<file path="src/rtl/pswallow_pkg.sv">
package pswallow_pkg;

   // Width needed to hold P+1 for the largest selectable base modulus.
   function automatic int pval_bits(input int lmin, input int selw);
      return lmin + (1 << selw);
   endfunction

   // A legal pair keeps the swallow count within the main count.
   function automatic bit pair_runs(input int unsigned a, input int unsigned b);
      return (b != 0) && (a <= b);
   endfunction

endpackage

</file>
<file path="src/rtl/psw_cfg.sv">
module psw_cfg #(
   parameter int CNT_W  = 8,
   parameter int PSEL_W = 2
) (
   input  logic              clk,
   input  logic              rst,
   input  logic              load,
   input  logic [CNT_W-1:0]  swal_in,
   input  logic [CNT_W-1:0]  main_in,
   input  logic [PSEL_W-1:0] psel_in,
   input  logic              take,
   output logic [PSEL_W-1:0] act_sel,
   output logic [CNT_W-1:0]  nxt_a,
   output logic [CNT_W-1:0]  nxt_b,
   output logic              pend_v,
   output logic              runnable,
   output logic              bad
);
   logic [CNT_W-1:0]  pnd_a, pnd_b, cur_a, cur_b;
   logic [PSEL_W-1:0] pnd_sel;

   always_ff @(posedge clk) begin
      if (rst) begin
         pnd_a   <= '0;
         pnd_b   <= '0;
         pnd_sel <= '0;
         pend_v  <= 1'b0;
         cur_a   <= '0;
         cur_b   <= '0;
         act_sel <= '0;
      end else begin
         if (take && pend_v) begin
            cur_a   <= pnd_a;
            cur_b   <= pnd_b;
            act_sel <= pnd_sel;
         end
         if (load) begin
            pnd_a   <= swal_in;
            pnd_b   <= main_in;
            pnd_sel <= psel_in;
            pend_v  <= 1'b1;
         end else if (take && pend_v) begin
            pend_v  <= 1'b0;
         end
      end
   end

   assign nxt_a    = pend_v ? pnd_a : cur_a;
   assign nxt_b    = pend_v ? pnd_b : cur_b;
   assign runnable = pswallow_pkg::pair_runs(int'(cur_a), int'(cur_b));
   assign bad      = (cur_a > cur_b);
endmodule

</file>
<file path="src/rtl/psw_prescaler.sv">
module psw_prescaler #(
   parameter int PV_W = 6
) (
   input  logic            clk,
   input  logic            rst,
   input  logic            run,
   input  logic            restart,
   input  logic            mod_hi,
   input  logic [PV_W-1:0] p_val,
   output logic            pre_tc
);
   logic [PV_W-1:0] cnt;
   logic [PV_W-1:0] last;

   // Last count value of this prescaler cycle: P for P+1, P-1 for P.
   assign last   = mod_hi ? p_val : (p_val - PV_W'(1));
   assign pre_tc = run && (cnt == last);

   always_ff @(posedge clk) begin
      if (rst)                  cnt <= '0;
      else if (restart||pre_tc) cnt <= '0;
      else if (run)             cnt <= cnt + PV_W'(1);
   end
endmodule

</file>
<file path="src/rtl/psw_seq.sv">
module psw_seq #(
   parameter int CNT_W = 8
) (
   input  logic             clk,
   input  logic             rst,
   input  logic             pre_tc,
   input  logic             runnable,
   input  logic             pend_v,
   input  logic [CNT_W-1:0] nxt_a,
   input  logic [CNT_W-1:0] nxt_b,
   output logic             take,
   output logic             idle,
   output logic             mod_hi,
   output logic             div_pulse
);
   logic [CNT_W-1:0] main_cnt, swal_cnt;
   logic             terminal, start, nxt_ok;

   assign idle     = !runnable;
   assign start    = idle && pend_v;
   assign terminal = runnable && pre_tc && (main_cnt == CNT_W'(1));
   assign take     = start || terminal;
   assign nxt_ok   = pswallow_pkg::pair_runs(int'(nxt_a), int'(nxt_b));

   always_ff @(posedge clk) begin
      if (rst) begin
         main_cnt  <= '0;
         swal_cnt  <= '0;
         mod_hi    <= 1'b0;
         div_pulse <= 1'b0;
      end else begin
         div_pulse <= terminal;
         if (take) begin
            main_cnt <= nxt_b;
            swal_cnt <= nxt_a;
            mod_hi   <= nxt_ok && (nxt_a != '0);
         end else if (runnable && pre_tc) begin
            main_cnt <= main_cnt - CNT_W'(1);
            if (swal_cnt != '0) swal_cnt <= swal_cnt - CNT_W'(1);
            mod_hi   <= (swal_cnt > CNT_W'(1));
         end
      end
   end
endmodule

</file>
<file path="src/rtl/pswallow_div.sv">
module pswallow_div #(
   parameter int CNT_W      = 8,
   parameter int PSEL_W     = 2,
   parameter int P_LOG2_MIN = 2,
   parameter bit FIXED_P    = 1'b0
) (
   input  logic              clk,
   input  logic              rst,
   input  logic              load,
   input  logic [CNT_W-1:0]  swal_in,
   input  logic [CNT_W-1:0]  main_in,
   input  logic [PSEL_W-1:0] psel,
   output logic              div_pulse,
   output logic              mod_hi,
   output logic              cfg_err
);
   localparam int PV_W = pswallow_pkg::pval_bits(P_LOG2_MIN, PSEL_W);

   if (CNT_W < 1 || CNT_W > 16) begin : g_bad_cnt
      $error("CNT_W must lie in 1..16");
   end
   if (PSEL_W < 1 || PSEL_W > 3) begin : g_bad_sel
      $error("PSEL_W must lie in 1..3");
   end
   if (P_LOG2_MIN < 1 || P_LOG2_MIN > 8) begin : g_bad_p
      $error("P_LOG2_MIN must lie in 1..8");
   end

   logic [PSEL_W-1:0] act_sel;
   logic [CNT_W-1:0]  nxt_a, nxt_b;
   logic              pend_v, runnable, take, idle, pre_tc;
   logic [PV_W-1:0]   p_val;

   psw_cfg #(.CNT_W(CNT_W), .PSEL_W(PSEL_W)) u_cfg (
      .clk(clk), .rst(rst), .load(load),
      .swal_in(swal_in), .main_in(main_in), .psel_in(psel),
      .take(take), .act_sel(act_sel), .nxt_a(nxt_a), .nxt_b(nxt_b),
      .pend_v(pend_v), .runnable(runnable), .bad(cfg_err)
   );

   if (FIXED_P) begin : g_p_fixed
      assign p_val = PV_W'(1) << P_LOG2_MIN;
   end else begin : g_p_sel
      assign p_val = PV_W'(1) << (P_LOG2_MIN + int'(act_sel));
   end

   psw_prescaler #(.PV_W(PV_W)) u_pre (
      .clk(clk), .rst(rst), .run(runnable), .restart(take),
      .mod_hi(mod_hi), .p_val(p_val), .pre_tc(pre_tc)
   );

   psw_seq #(.CNT_W(CNT_W)) u_seq (
      .clk(clk), .rst(rst), .pre_tc(pre_tc), .runnable(runnable),
      .pend_v(pend_v), .nxt_a(nxt_a), .nxt_b(nxt_b),
      .take(take), .idle(idle), .mod_hi(mod_hi), .div_pulse(div_pulse)
   );
endmodule

</file>
<file path="config.mk">
export PLATFORM = sky130hd
export DESIGN_NAME = pswallow_div
export DESIGN_NICKNAME = d
export VERILOG_FILES = /design/src/rtl/pswallow_pkg.sv /design/src/rtl/psw_cfg.sv /design/src/rtl/psw_prescaler.sv /design/src/rtl/psw_seq.sv /design/src/rtl/pswallow_div.sv
export SDC_FILE = /design/constraint.sdc
export NUM_CORES = 1
export LEC_CHECK = 0
export ABC_AREA = 1
export BUFFER_PORTS_ARGS = -buffer_cell sky130_fd_sc_hd__buf_2
export CAP_MARGIN = 25
export CORE_MARGIN = 3
export CORE_UTILIZATION = 58
export DETAILED_ROUTE_END_ITERATION = 8
export PLACE_DENSITY = 0.84
export SYNTH_ARGS = -nofsm -noshare
export SYNTH_HDL_FRONTEND = slang
export SYNTH_SLANG_ARGS = --single-unit
</file>
<file path="constraint.sdc">
create_clock -name clk -period 5.4 [get_ports clk]
set_input_delay 0.27 -clock clk [delete_from_list [all_inputs] [get_ports clk]]
set_output_delay 0.27 -clock clk [all_outputs]
set_load 0.005 [all_outputs]
</file>
==> out/qor.yml <==
reg2reg_depth: 13
startpoint_type: "flip-flop"
cts_setup_buffers: 0
port_buffers: 23
p_sw_uw: 848
ioPinCount: 24
cap_violations: 0
setup_viol: 0
via_count: 3326
end_kind: "flip-flop"
post-route-min-period_ns: 2.87
cts_resized: 0
cts_max_path_buffers: 2
dieHeight_um: 84.2
nets: 590
setup_slack_ns: 2.53
synth_top_area_share_pct: 34.4
finClkSkew_ns: 0.00699
syn_inst: 531
htreeDepth: 3
power.internal_uw: 1080
gp_congestion: 0.857
tns_ns: 0
n_fill_cell: 529
outcome: "complete, no violations"
power.density_nw_per_um2: 505
wl_per_cell_um: 12.6
postLayoutCellArea_um2: 3820
comb_power_share_pct: 49.6
ir_worst_vdd_mv: 0.287
r2r_end: "u_seq.mod_hi"
worstHoldStart: "main_in[6]"
grt_usage_pct: 22.9
hold_viol_final: 0
reg2reg_from: "u_cfg.pend_v"
slew_headroom_pct: 31.6
antenna_found_initial: 0
multi_input_area_um2: 2030
rows: 27
place_hpwl_mm: 5.75
cts.reportedPaths.clkPinSlew_ns: 0.07
whs_endpoint: "u_cfg.pnd_b[6]"
drv_slew: 0
syn_area_um2: 3550
clkLatencyLatePin_ns: 0.34
worstPathArrival_ns: 3.15
final.period_utilization_pct: 53.1
p_leak_uw: 0.00185
path_max_fanout: 23
cts-buffers-inserted: 9
layout-drive-gt1-share_pct: 11.0
cts-hold-fix-buffers: 0
wirelength_mm: 7.89
dpl-instance-area_um2: 3660
drtAntennaViolNets: 0
core_um2: 5710
ys_ff_latch: 61
crit_type: "flip-flop to flip-flop"
grt_pass1_vias: 3033
crit_required_ns: 5.69
vias_per_cell: 5.32
ys_types: 36
die_x_um: 84.2
hold_depth: 3
rsz0062_at_grt: "false"
drc_errors: 0
drtPass1Iterations: 5
min_path_type: "input port to flip-flop"
grt_max_degree: 45
grt_pass1_wl_mm: 13.4
p_sw_share_pct: 44.0
seqPwrFrac_pct: 32.8
rrSetupSlack_ns: 2.53
syn2layout_area_growth_pct: 7.58
ys_seq_area_share_pct: 34.4
start_util_pct: 62.2
synth.area.top_cells: "dfxtp_1 34%, nand2_1 13%, nor2_1 12%, ha_1 7.4%, o21ai_0 7.3%"
grt_overflow: 0
cts_tree: "yes"
synth_warnings: 0
synth.avg_cell_area_um2: 6.68
antenna_cells: 0
fmax_mhz: 349
cts_sinks: 61
die-area_um2: 7090
tightest_slew_ns: 1.03
clock-root-buffer: "clkbuf_8"
pwr-share-clk_pct: 17.6
seq_area_um2: 1220
synth.net_count: 573
synth_top_cell_by_area: "dfxtp_1"
drt_iter0_drc: 219
pre_cts_slack_ns: 2.58
-- placed cells by master (no fill, tap or decap), drive strengths merged --
| master | count |
|---|---|
| clkbuf | 11 |
| xnor2 | 4 |
| clkinvlp | 1 |
| mux2i | 1 |
| or2 | 5 |
| a21o | 2 |
| nor3b | 1 |
| nor3 | 3 |
| and3 | 1 |
| xor2 | 9 |
| nand2 | 130 |
| nand3b | 2 |
| o211ai | 8 |
| inv | 52 |
| o21a | 1 |
| ha | 21 |
| nand3 | 25 |
| o21ai | 55 |
| nor2 | 111 |
| dfxtp | 61 |
| clkinv | 6 |
| a21oi | 12 |
| nor4 | 2 |
| nand4 | 6 |
| buf | 23 |
-- cell usage after synthesis --
cell type / count
a21o_1: 2
a21oi_1: 10
a21oi_2: 2
and3_1: 1
buf_2: 4
buf_4: 1
buf_6: 3
clkbuf_1: 9
clkinv_1: 1
clkinv_2: 1
dfxtp_1: 61
ha_1: 21
inv_1: 48
inv_2: 4
mux2i_1: 1
nand2_1: 124
nand2_2: 3
nand2_4: 3
nand3_1: 23
nand3_2: 1
nand3_4: 1
nand3b_1: 2
nand4_1: 6
nor2_1: 109
nor2_2: 2
nor3_1: 3
nor3b_2: 1
nor4_1: 2
o211ai_1: 8
o21a_1: 1
o21ai_0: 52
o21ai_1: 2
o21ai_2: 1
or2_2: 5
xnor2_1: 4
xor2_1: 9
-- state kept, by name, indices dropped and copies added (netlist names) --
signal,count
u_cfg.cur_a,8
u_cfg.cur_b,8
u_cfg.pnd_a,8
u_cfg.pnd_b,8
u_seq.main_cnt,8
u_seq.swal_cnt,8
u_pre.cnt,6
u_cfg.act_sel,2
u_cfg.pnd_sel,2
u_cfg.pend_v,1
u_seq.div_pulse,1
u_seq.mod_hi,1
-- through the flow --
| stage | utilization [%] | total power [µW] | hold WS, ns | cells |
|---|---|---|---|---|
| floorplan | - | 1400 | 0.339 | 531 |
| global placement | 64.1 | 1540 | 0.461 | 609 |
| detailed placement | 64.1 | 1570 | 0.471 | 609 |
| CTS | 66.9 | 1920 | 0.137 | 625 |
| global route | 66.9 | 2090 | 0.151 | 625 |
| finish | 66.9 | 1930 | 0.145 | 625 |
-- how the worst max path moves through the flow --
stage,start,end,slack [ns],cells after the start
after detailed placement,u_cfg.pend_v,u_seq.mod_hi,2.58,13
after global placement,u_cfg.pend_v,u_seq.mod_hi,2.69,13
final,u_cfg.pend_v,u_seq.mod_hi,2.53,13
after floorplan,u_cfg.cur_b[7],u_seq.main_cnt[0],3.43,13
after CTS,u_cfg.pend_v,u_seq.mod_hi,2.55,13
after global routing,u_cfg.pend_v,u_seq.mod_hi,2.20,13
-- power groups by stage --
stage / Clock, µW / Combinational (µW) / Sequential (µW)
detailed placement: 0 / 934 / 640
floorplan: 0 / 786 / 615
global route: 366 / 1080 / 647
CTS: 346 / 945 / 631
finish: 340 / 956 / 632
global placement: 0 / 906 / 637
-- cells by family (layout without fill, tap and decap cells) --
logic type	after synthesis	count (layout)	synth area share (%)
and+or+nand+nor	286	286	34.2
AOI/OAI and AO/OA	78	78	12.1
buffers and inverters	71	93	8.43
DFF	61	61	34.4
adders and majority gates	21	21	7.40
xor gates and xnor gates	13	13	3.21
muxes	1	1	0.282
-- layout make-up --
| type | instances | share of cell area [%] |
|---|---|---|
| inverters | 54 | 5.34 |
| multi-input cells | 399 | 53.1 |
| clock buffers | 11 | 3.44 |
| well taps | 72 | 2.36 |
| clock inverters | 5 | 0.721 |
| repair buffers | 23 | 3.02 |
| flip-flops and latches | 61 | 32.0 |
-- critical path, stage by stage (launching register included) --
cell,delay (ns)
dfxtp_1,0.82
inv_1,0.34
or2_2,0.35
o21ai_0,0.10
inv_1,0.09
ha_1,0.32
a21oi_1,0.15
o21ai_0,0.09
a21o_1,0.16
o21ai_0,0.08
o211ai_1,0.11
nand2_1,0.07
nand3_1,0.07
nand2_1,0.07
-- layer usage --
metal | global-route usage (%) | wire length (µm) | vias to the layer above | share of wire, %
li1 | - | - | 1723 | -
met1 | 29.6 | 3720 | 1508 | 47
met2 | 37.7 | 3740 | 85 | 47
met3 | 4.02 | 322 | 10 | 4.1
met4 | 9.50 | 108 | 0 | 1.4
met5 | 0 | 0 | - | 0
Note: power is estimated with default switching activity, not from simulation.
